### src/rtl/hpm_pkg.sv
package hpm_pkg;

    typedef enum logic [1:0] {
        S_IDLE  = 2'd0,
        S_BUILD = 2'd1,
        S_EMIT  = 2'd2
    } hpm_state_e;

endpackage

### src/rtl/hpm_start_detect.sv
module hpm_start_detect #(
    parameter int PC_W = 32
) (
    input  logic            is_branch,
    input  logic            taken,
    input  logic [PC_W-1:0] pc,
    input  logic [PC_W-1:0] target,
    input  logic            is_call,
    input  logic            in_trace,
    input  logic            trace_exit,
    output logic            start_evt
);

    logic back_branch;

    always_comb begin
        back_branch = is_branch && taken && (target < pc);
        start_evt   = trace_exit || (!in_trace && (is_call || back_branch));
    end

endmodule

### src/rtl/hpm_dir_shift.sv
module hpm_dir_shift #(
    parameter int BR_LIMIT = 8,
    parameter int LEN_W    = $clog2(BR_LIMIT + 1)
) (
    input  logic                clk,
    input  logic                rst_n,
    input  logic                clear,
    input  logic                shift,
    input  logic                bit_in,
    output logic [BR_LIMIT-1:0] dirs_nx,
    output logic [LEN_W-1:0]    len_nx,
    output logic                at_limit
);

    localparam logic [LEN_W-1:0] LAST_IDX = LEN_W'(BR_LIMIT - 1);

    logic [BR_LIMIT-1:0] dirs_q;
    logic [LEN_W-1:0]    len_q;

    always_comb begin
        dirs_nx = dirs_q;
        len_nx  = len_q;
        if (clear) begin
            dirs_nx = '0;
            len_nx  = '0;
        end else if (shift) begin
            for (int i = 0; i < BR_LIMIT; i++) begin
                if (LEN_W'(i) == len_q) begin
                    dirs_nx[i] = bit_in;
                end
            end
            len_nx = len_q + 1'b1;
        end
        at_limit = (len_q == LAST_IDX);
    end

    always_ff @(posedge clk) begin
        if (!rst_n) begin
            dirs_q <= '0;
            len_q  <= '0;
        end else begin
            dirs_q <= dirs_nx;
            len_q  <= len_nx;
        end
    end


    len_in_range_chk: assert property (@(posedge clk) disable iff (!rst_n)
        len_q <= LEN_W'(BR_LIMIT));


    clear_empties_chk: assert property (@(posedge clk) disable iff (!rst_n)
        clear |=> (len_q == '0 && dirs_q == '0));

endmodule

### src/rtl/hpm_ack_tracker.sv
module hpm_ack_tracker (
    input  logic clk,
    input  logic rst_n,
    input  logic accept,
    input  logic ack,
    output logic pending,
    output logic pending_eff
);

    always_ff @(posedge clk) begin
        if (!rst_n) begin
            pending <= 1'b0;
        end else if (accept) begin
            pending <= 1'b1;
        end else if (ack) begin
            pending <= 1'b0;
        end
    end

    always_comb pending_eff = pending && !ack;


    accept_sets_pending_chk: assert property (@(posedge clk) disable iff (!rst_n)
        accept |=> pending);

endmodule

### src/rtl/hpm_builder.sv
module hpm_builder
    import hpm_pkg::*;
#(
    parameter int PC_W     = 32,
    parameter int BR_LIMIT = 8,
    parameter int LEN_W    = $clog2(BR_LIMIT + 1)
) (
    input  logic                clk,
    input  logic                rst_n,
    input  logic                ret_valid,
    input  logic [PC_W-1:0]     ret_pc,
    input  logic                ret_is_branch,
    input  logic                ret_taken,
    input  logic [PC_W-1:0]     ret_target,
    input  logic                ret_is_call,
    input  logic                ret_in_trace,
    input  logic                ret_trace_exit,
    output logic                msg_valid,
    input  logic                msg_ready,
    output logic [PC_W-1:0]     msg_pc,
    output logic [BR_LIMIT-1:0] msg_dirs,
    output logic [LEN_W-1:0]    msg_len,
    input  logic                ack
);

    hpm_state_e state_q, state_d;

    logic                start_evt;
    logic                load, shift, complete;
    logic                at_limit;
    logic                pending, pending_eff;
    logic                accept;
    logic [BR_LIMIT-1:0] dirs_nx;
    logic [LEN_W-1:0]    len_nx;
    logic [PC_W-1:0]     start_pc_q;
    logic [PC_W-1:0]     out_pc_q;
    logic [BR_LIMIT-1:0] out_dirs_q;
    logic [LEN_W-1:0]    out_len_q;

    hpm_start_detect #(.PC_W(PC_W)) u_start (
        .is_branch  (ret_is_branch),
        .taken      (ret_taken),
        .pc         (ret_pc),
        .target     (ret_target),
        .is_call    (ret_is_call),
        .in_trace   (ret_in_trace),
        .trace_exit (ret_trace_exit),
        .start_evt  (start_evt)
    );

    hpm_dir_shift #(.BR_LIMIT(BR_LIMIT), .LEN_W(LEN_W)) u_dirs (
        .clk      (clk),
        .rst_n    (rst_n),
        .clear    (load),
        .shift    (shift),
        .bit_in   (ret_taken),
        .dirs_nx  (dirs_nx),
        .len_nx   (len_nx),
        .at_limit (at_limit)
    );

    hpm_ack_tracker u_ack (
        .clk         (clk),
        .rst_n       (rst_n),
        .accept      (accept),
        .ack         (ack),
        .pending     (pending),
        .pending_eff (pending_eff)
    );

    // next-state and control decode
    always_comb begin
        state_d  = state_q;
        load     = 1'b0;
        shift    = 1'b0;
        complete = 1'b0;
        unique case (state_q)
            S_IDLE: begin
                if (ret_valid && start_evt) begin
                    load    = 1'b1;
                    state_d = S_BUILD;
                end
            end
            S_BUILD: begin
                if (ret_valid) begin
                    if (ret_in_trace) begin
                        complete = 1'b1;
                    end else if (ret_is_branch) begin
                        shift    = 1'b1;
                        complete = at_limit;
                    end
                end
                if (complete) begin
                    state_d = pending_eff ? S_IDLE : S_EMIT;
                end
            end
            S_EMIT: begin
                state_d = S_IDLE;
            end
            default: begin
                state_d = S_IDLE;
            end
        endcase
    end

    // state register
    always_ff @(posedge clk) begin
        if (!rst_n) begin
            state_q <= S_IDLE;
        end else begin
            state_q <= state_d;
        end
    end

    // datapath registers
    always_ff @(posedge clk) begin
        if (!rst_n) begin
            start_pc_q <= '0;
            out_pc_q   <= '0;
            out_dirs_q <= '0;
            out_len_q  <= '0;
        end else begin
            if (load) begin
                start_pc_q <= ret_pc;
            end
            if (complete) begin
                out_pc_q   <= start_pc_q;
                out_dirs_q <= dirs_nx;
                out_len_q  <= len_nx;
            end
        end
    end

    // outputs
    always_comb begin
        msg_valid = (state_q == S_EMIT);
        msg_pc    = out_pc_q;
        msg_dirs  = out_dirs_q;
        msg_len   = out_len_q;
        accept    = msg_valid && msg_ready;
    end


    single_offer_chk: assert property (@(posedge clk) disable iff (!rst_n)
        msg_valid |=> !msg_valid);


    no_emit_while_owed_chk: assert property (@(posedge clk) disable iff (!rst_n)
        (pending && !ack) |-> !msg_valid);


    upper_bits_zero_chk: assert property (@(posedge clk) disable iff (!rst_n)
        msg_valid |-> ((msg_dirs >> msg_len) == '0));


    start_pc_held_chk: assert property (@(posedge clk) disable iff (!rst_n)
        (state_q == S_BUILD && $past(state_q) == S_BUILD) |-> $stable(start_pc_q));


    emit_returns_idle_chk: assert property (@(posedge clk) disable iff (!rst_n)
        (state_q == S_EMIT) |=> (state_q == S_IDLE));

endmodule

### config.mk
export PLATFORM = sky130hd
export DESIGN_NAME = hpm_builder
export DESIGN_NICKNAME = d
export VERILOG_FILES = /design/src/rtl/hpm_pkg.sv /design/src/rtl/hpm_start_detect.sv /design/src/rtl/hpm_dir_shift.sv /design/src/rtl/hpm_ack_tracker.sv /design/src/rtl/hpm_builder.sv
export SDC_FILE = /design/constraint.sdc
export NUM_CORES = 1
export LEC_CHECK = 0
export BUFFER_PORTS_ARGS = -buffer_cell sky130_fd_sc_hd__buf_4
export CORE_AREA = 2 2 108 110
export DETAILED_ROUTE_END_ITERATION = 12
export DIE_AREA = 0 0 110 112
export GPL_TIMING_DRIVEN = 1
export SKIP_LAST_GASP = 1
export SYNTH_ARGS = -nofsm -noshare
export SYNTH_HDL_FRONTEND = slang
export SYNTH_SLANG_ARGS = --single-unit
### constraint.sdc
create_clock -name clk -period 2 [get_ports clk]
set_clock_uncertainty 0.1 [all_clocks]
set_input_delay 0.1 -clock clk [delete_from_list [all_inputs] [get_ports clk]]
set_output_delay 0.1 -clock clk [all_outputs]
set_load 0.005 [all_outputs]
==> results.cfg <==
[status]
outcome = finished, final reports clean

[sta]
min_period_ps = 1910
hold_violations = 0
worst_slew_pin_slew_ps = 406
fmax_mhz = 524
max_slew_margin = 0.728
slew_viol_final = 0
period_share = 0.954
fin_setup_tns_ps = 0
setup_violations = 0
holdWs_ps = 10.7
rsz0062_at_grt = yes

[power_and_ir_drop]
p_leak_nw = 2.78
power_density_nw_per_um2 = 664
peakVddDrop_mv = 0.369

[cells_and_area]
fill_cells = 1040
drive_gt1_frac = 0.235
mostFrequentLayoutCells = nand2_1, buf_4, dfxtp_1
final-seq-area_um2 = 1820
n_antenna_cell = 0
nets = 776
final_common_cell = nand2_1
final_util = 0.545
area_delta_synth_final_pct = 38.6
multiInputGateArea_um2 = 2320

[yosys]
synth_top_flop_cell = dfxtp_1
synth_edf_count = 0
syn_avg_cell_area_um2 = 8.47
netlist_instances = 519
netlist_area_um2 = 4400
yosys_warnings = 0
ys_types = 36
yosys-top-cells-area = dfxtp_1, nand2_1, ha_1
async_reset_ff_frac = 0
synth-seq-cells = 91
netlist.area_leader.share = 0.414
synth_fp_nets = 628
seq_area_frac_synth = 0.414
synth_top_cell_by_area = dfxtp_1

[detailed_routing]
routed_wl_mm = 10.5
num_vias = 3856
drc = 0
wire_per_inst_um = 12.9
drtPass1Iterations = 6
drt-vias-per-instance = 4.73
ant_nets = 0
drtIter0Drc = 157

[critical_path]
critical_path_class = in -> reg
arrival_ps = 2040
crit_required_ps = 2130
crit_path_start_kind = primary input
cp_max_fo = 17
endpoint_kind = flop

[die]
die_w_um = 110
row_count = 39
start_util = 0.393
io_pins = 119
core_um2 = 11200
die_area_um2 = 12300
die_h_um = 112

[worst_hold_path]
min_path_type = in -> reg

[cts]
ctsRootBufferMaster = clkbuf_16
numClockSinks = 91
clock_latency_ps = 340
clockBufferDepth = 2
h-tree-depth = 3
clk_pin_slew_ps = 60
cts_tree = yes
numCtsBuffers = 9

[job]
cap_violations = 0

[grt]
overflow = 0
grt.busiest_layer = met2
grt_pass1_vias = 3743
grt_util_met3 = 0.0392
antenna_found_initial = 0
gr-usage-all-layers = 0.179
use_met2 = 0.297
grt_pass1_wl_mm = 17.4
grt_max_degree = 61
met1_usage = 0.230

[placed_design]
place_congestion = 0.754
io_buffers = 118
dp_hpwl_mm = 7.84
-- stage by stage --
step | instance area [µm²] | worst slack (ps) | power (mW) | std cells
3_5_place_dp | 5520 | -344 | 2.46 | 771
5_1_grt | 6090 | -13.4 | 4.24 | 815
6_report | 6090 | 92.9 | 4.04 | 815
2_1_floorplan | 4400 | 134 | 2.22 | 519
3_3_place_gp | 5520 | -278 | 2.45 | 771
4_1_cts | 6080 | 5.33 | 4.09 | 815
-- metal layers --
| metal | vias up | part of all wire |
|---|---|---|
| met4 | 0 | 0.012 |
| met1 | 1764 | 0.45 |
| met3 | 9 | 0.055 |
| met2 | 82 | 0.48 |
| li1 | 2001 | - |
| met5 | - | 0 |
-- power by group --
part	leakage, nW	internal [mW]	total [mW]	switching, mW
Clock	0.141	0.901	1.58	0.683
Combinational	1.90	0.307	0.562	0.255
Sequential	0.738	1.87	1.90	0.0294
-- cells by family (layout without fill, tap and decap cells) --
group | Yosys count | count (layout) | share of synthesized area
AO/OA/AOI/OAI | 75 | 75 | 0.119
XOR/XNOR | 3 | 3 | 0.00598
adder cells (fa/ha/maj) | 35 | 35 | 0.0996
buffers and inverters | 60 | 213 | 0.0606
flip-flops | 91 | 91 | 0.414
multiplexers | 41 | 41 | 0.0933
AND/OR/NAND/NOR | 214 | 214 | 0.207
-- critical path, stage by stage --
cell	delay (ps)
buf_4	90
inv_1	40
ha_1	290
nand4_1	160
nor4_2	400
nand2_1	180
a41oi_2	300
o21ai_4	110
buf_12	190
o21a_1	180
-- cell usage after synthesis, types with 2 or more instances --
library cell	n
a21boi_0	32
a21boi_1	2
a21oi_1	11
and2_1	10
and3_1	3
and4_1	3
buf_2	3
buf_8	3
clkbuf_1	20
dfxtp_1	91
ha_1	35
inv_1	33
mux2i_1	41
nand2_1	158
nand2b_1	3
nand3_1	2
nand4_1	5
nor2_1	16
nor2b_1	8
nor3_1	3
o211a_1	3
o211ai_1	3
o21a_1	2
o21ai_0	16
xor2_1	2
-- path summary, 6_finish.rpt --
check | startpoint | endpoint | slack, ps | cells past startpoint
worst max-delay path | ret_pc[29] | state_q[0]$_SDFFE_PN0P_ | 90 | 10
worst min-delay path | ret_taken | u_dirs.dirs_q[7]$_SDFF_PN0_ | 10 | 3
worst max register to register | u_dirs.len_q[0]$_SDFF_PN0_ | msg_pc[15]$_SDFFE_PN0P_ | 170 | 6
worst min register to register | start_pc_q[27]$_SDFFE_PN0P_ | start_pc_q[27]$_SDFFE_PN0P_ | 360 | 2
-- state kept, by name, indices dropped and copies added (netlist names) --
signal         cells
msg_len            4
u_dirs.dirs_q      8
u_dirs.len_q       4
u_ack.pending      1
start_pc_q        32
msg_dirs           8
state_q            2
msg_pc            32
-- cell type report --
type | instances | share of cell area
tap | 143 | 0.0294
inverter | 33 | 0.0203
clock inverter | 5 | 0.00452
sequential | 91 | 0.299
multi-input combinational | 368 | 0.381
clock buffer | 11 | 0.0415
timing repair buffer | 164 | 0.224
-- repair_timing --
| item | 4_1_cts | 5_1_grt |
|---|---|---|
| setup endpoints to repair | 0 | 58 |
| hold buffers | 28 | 0 |
| resized for setup | 0 | 3 |
| hold endpoints to repair | 27 | 0 |
| setup buffers | 0 | 0 |
Note: power is estimated with default switching activity, not from simulation.
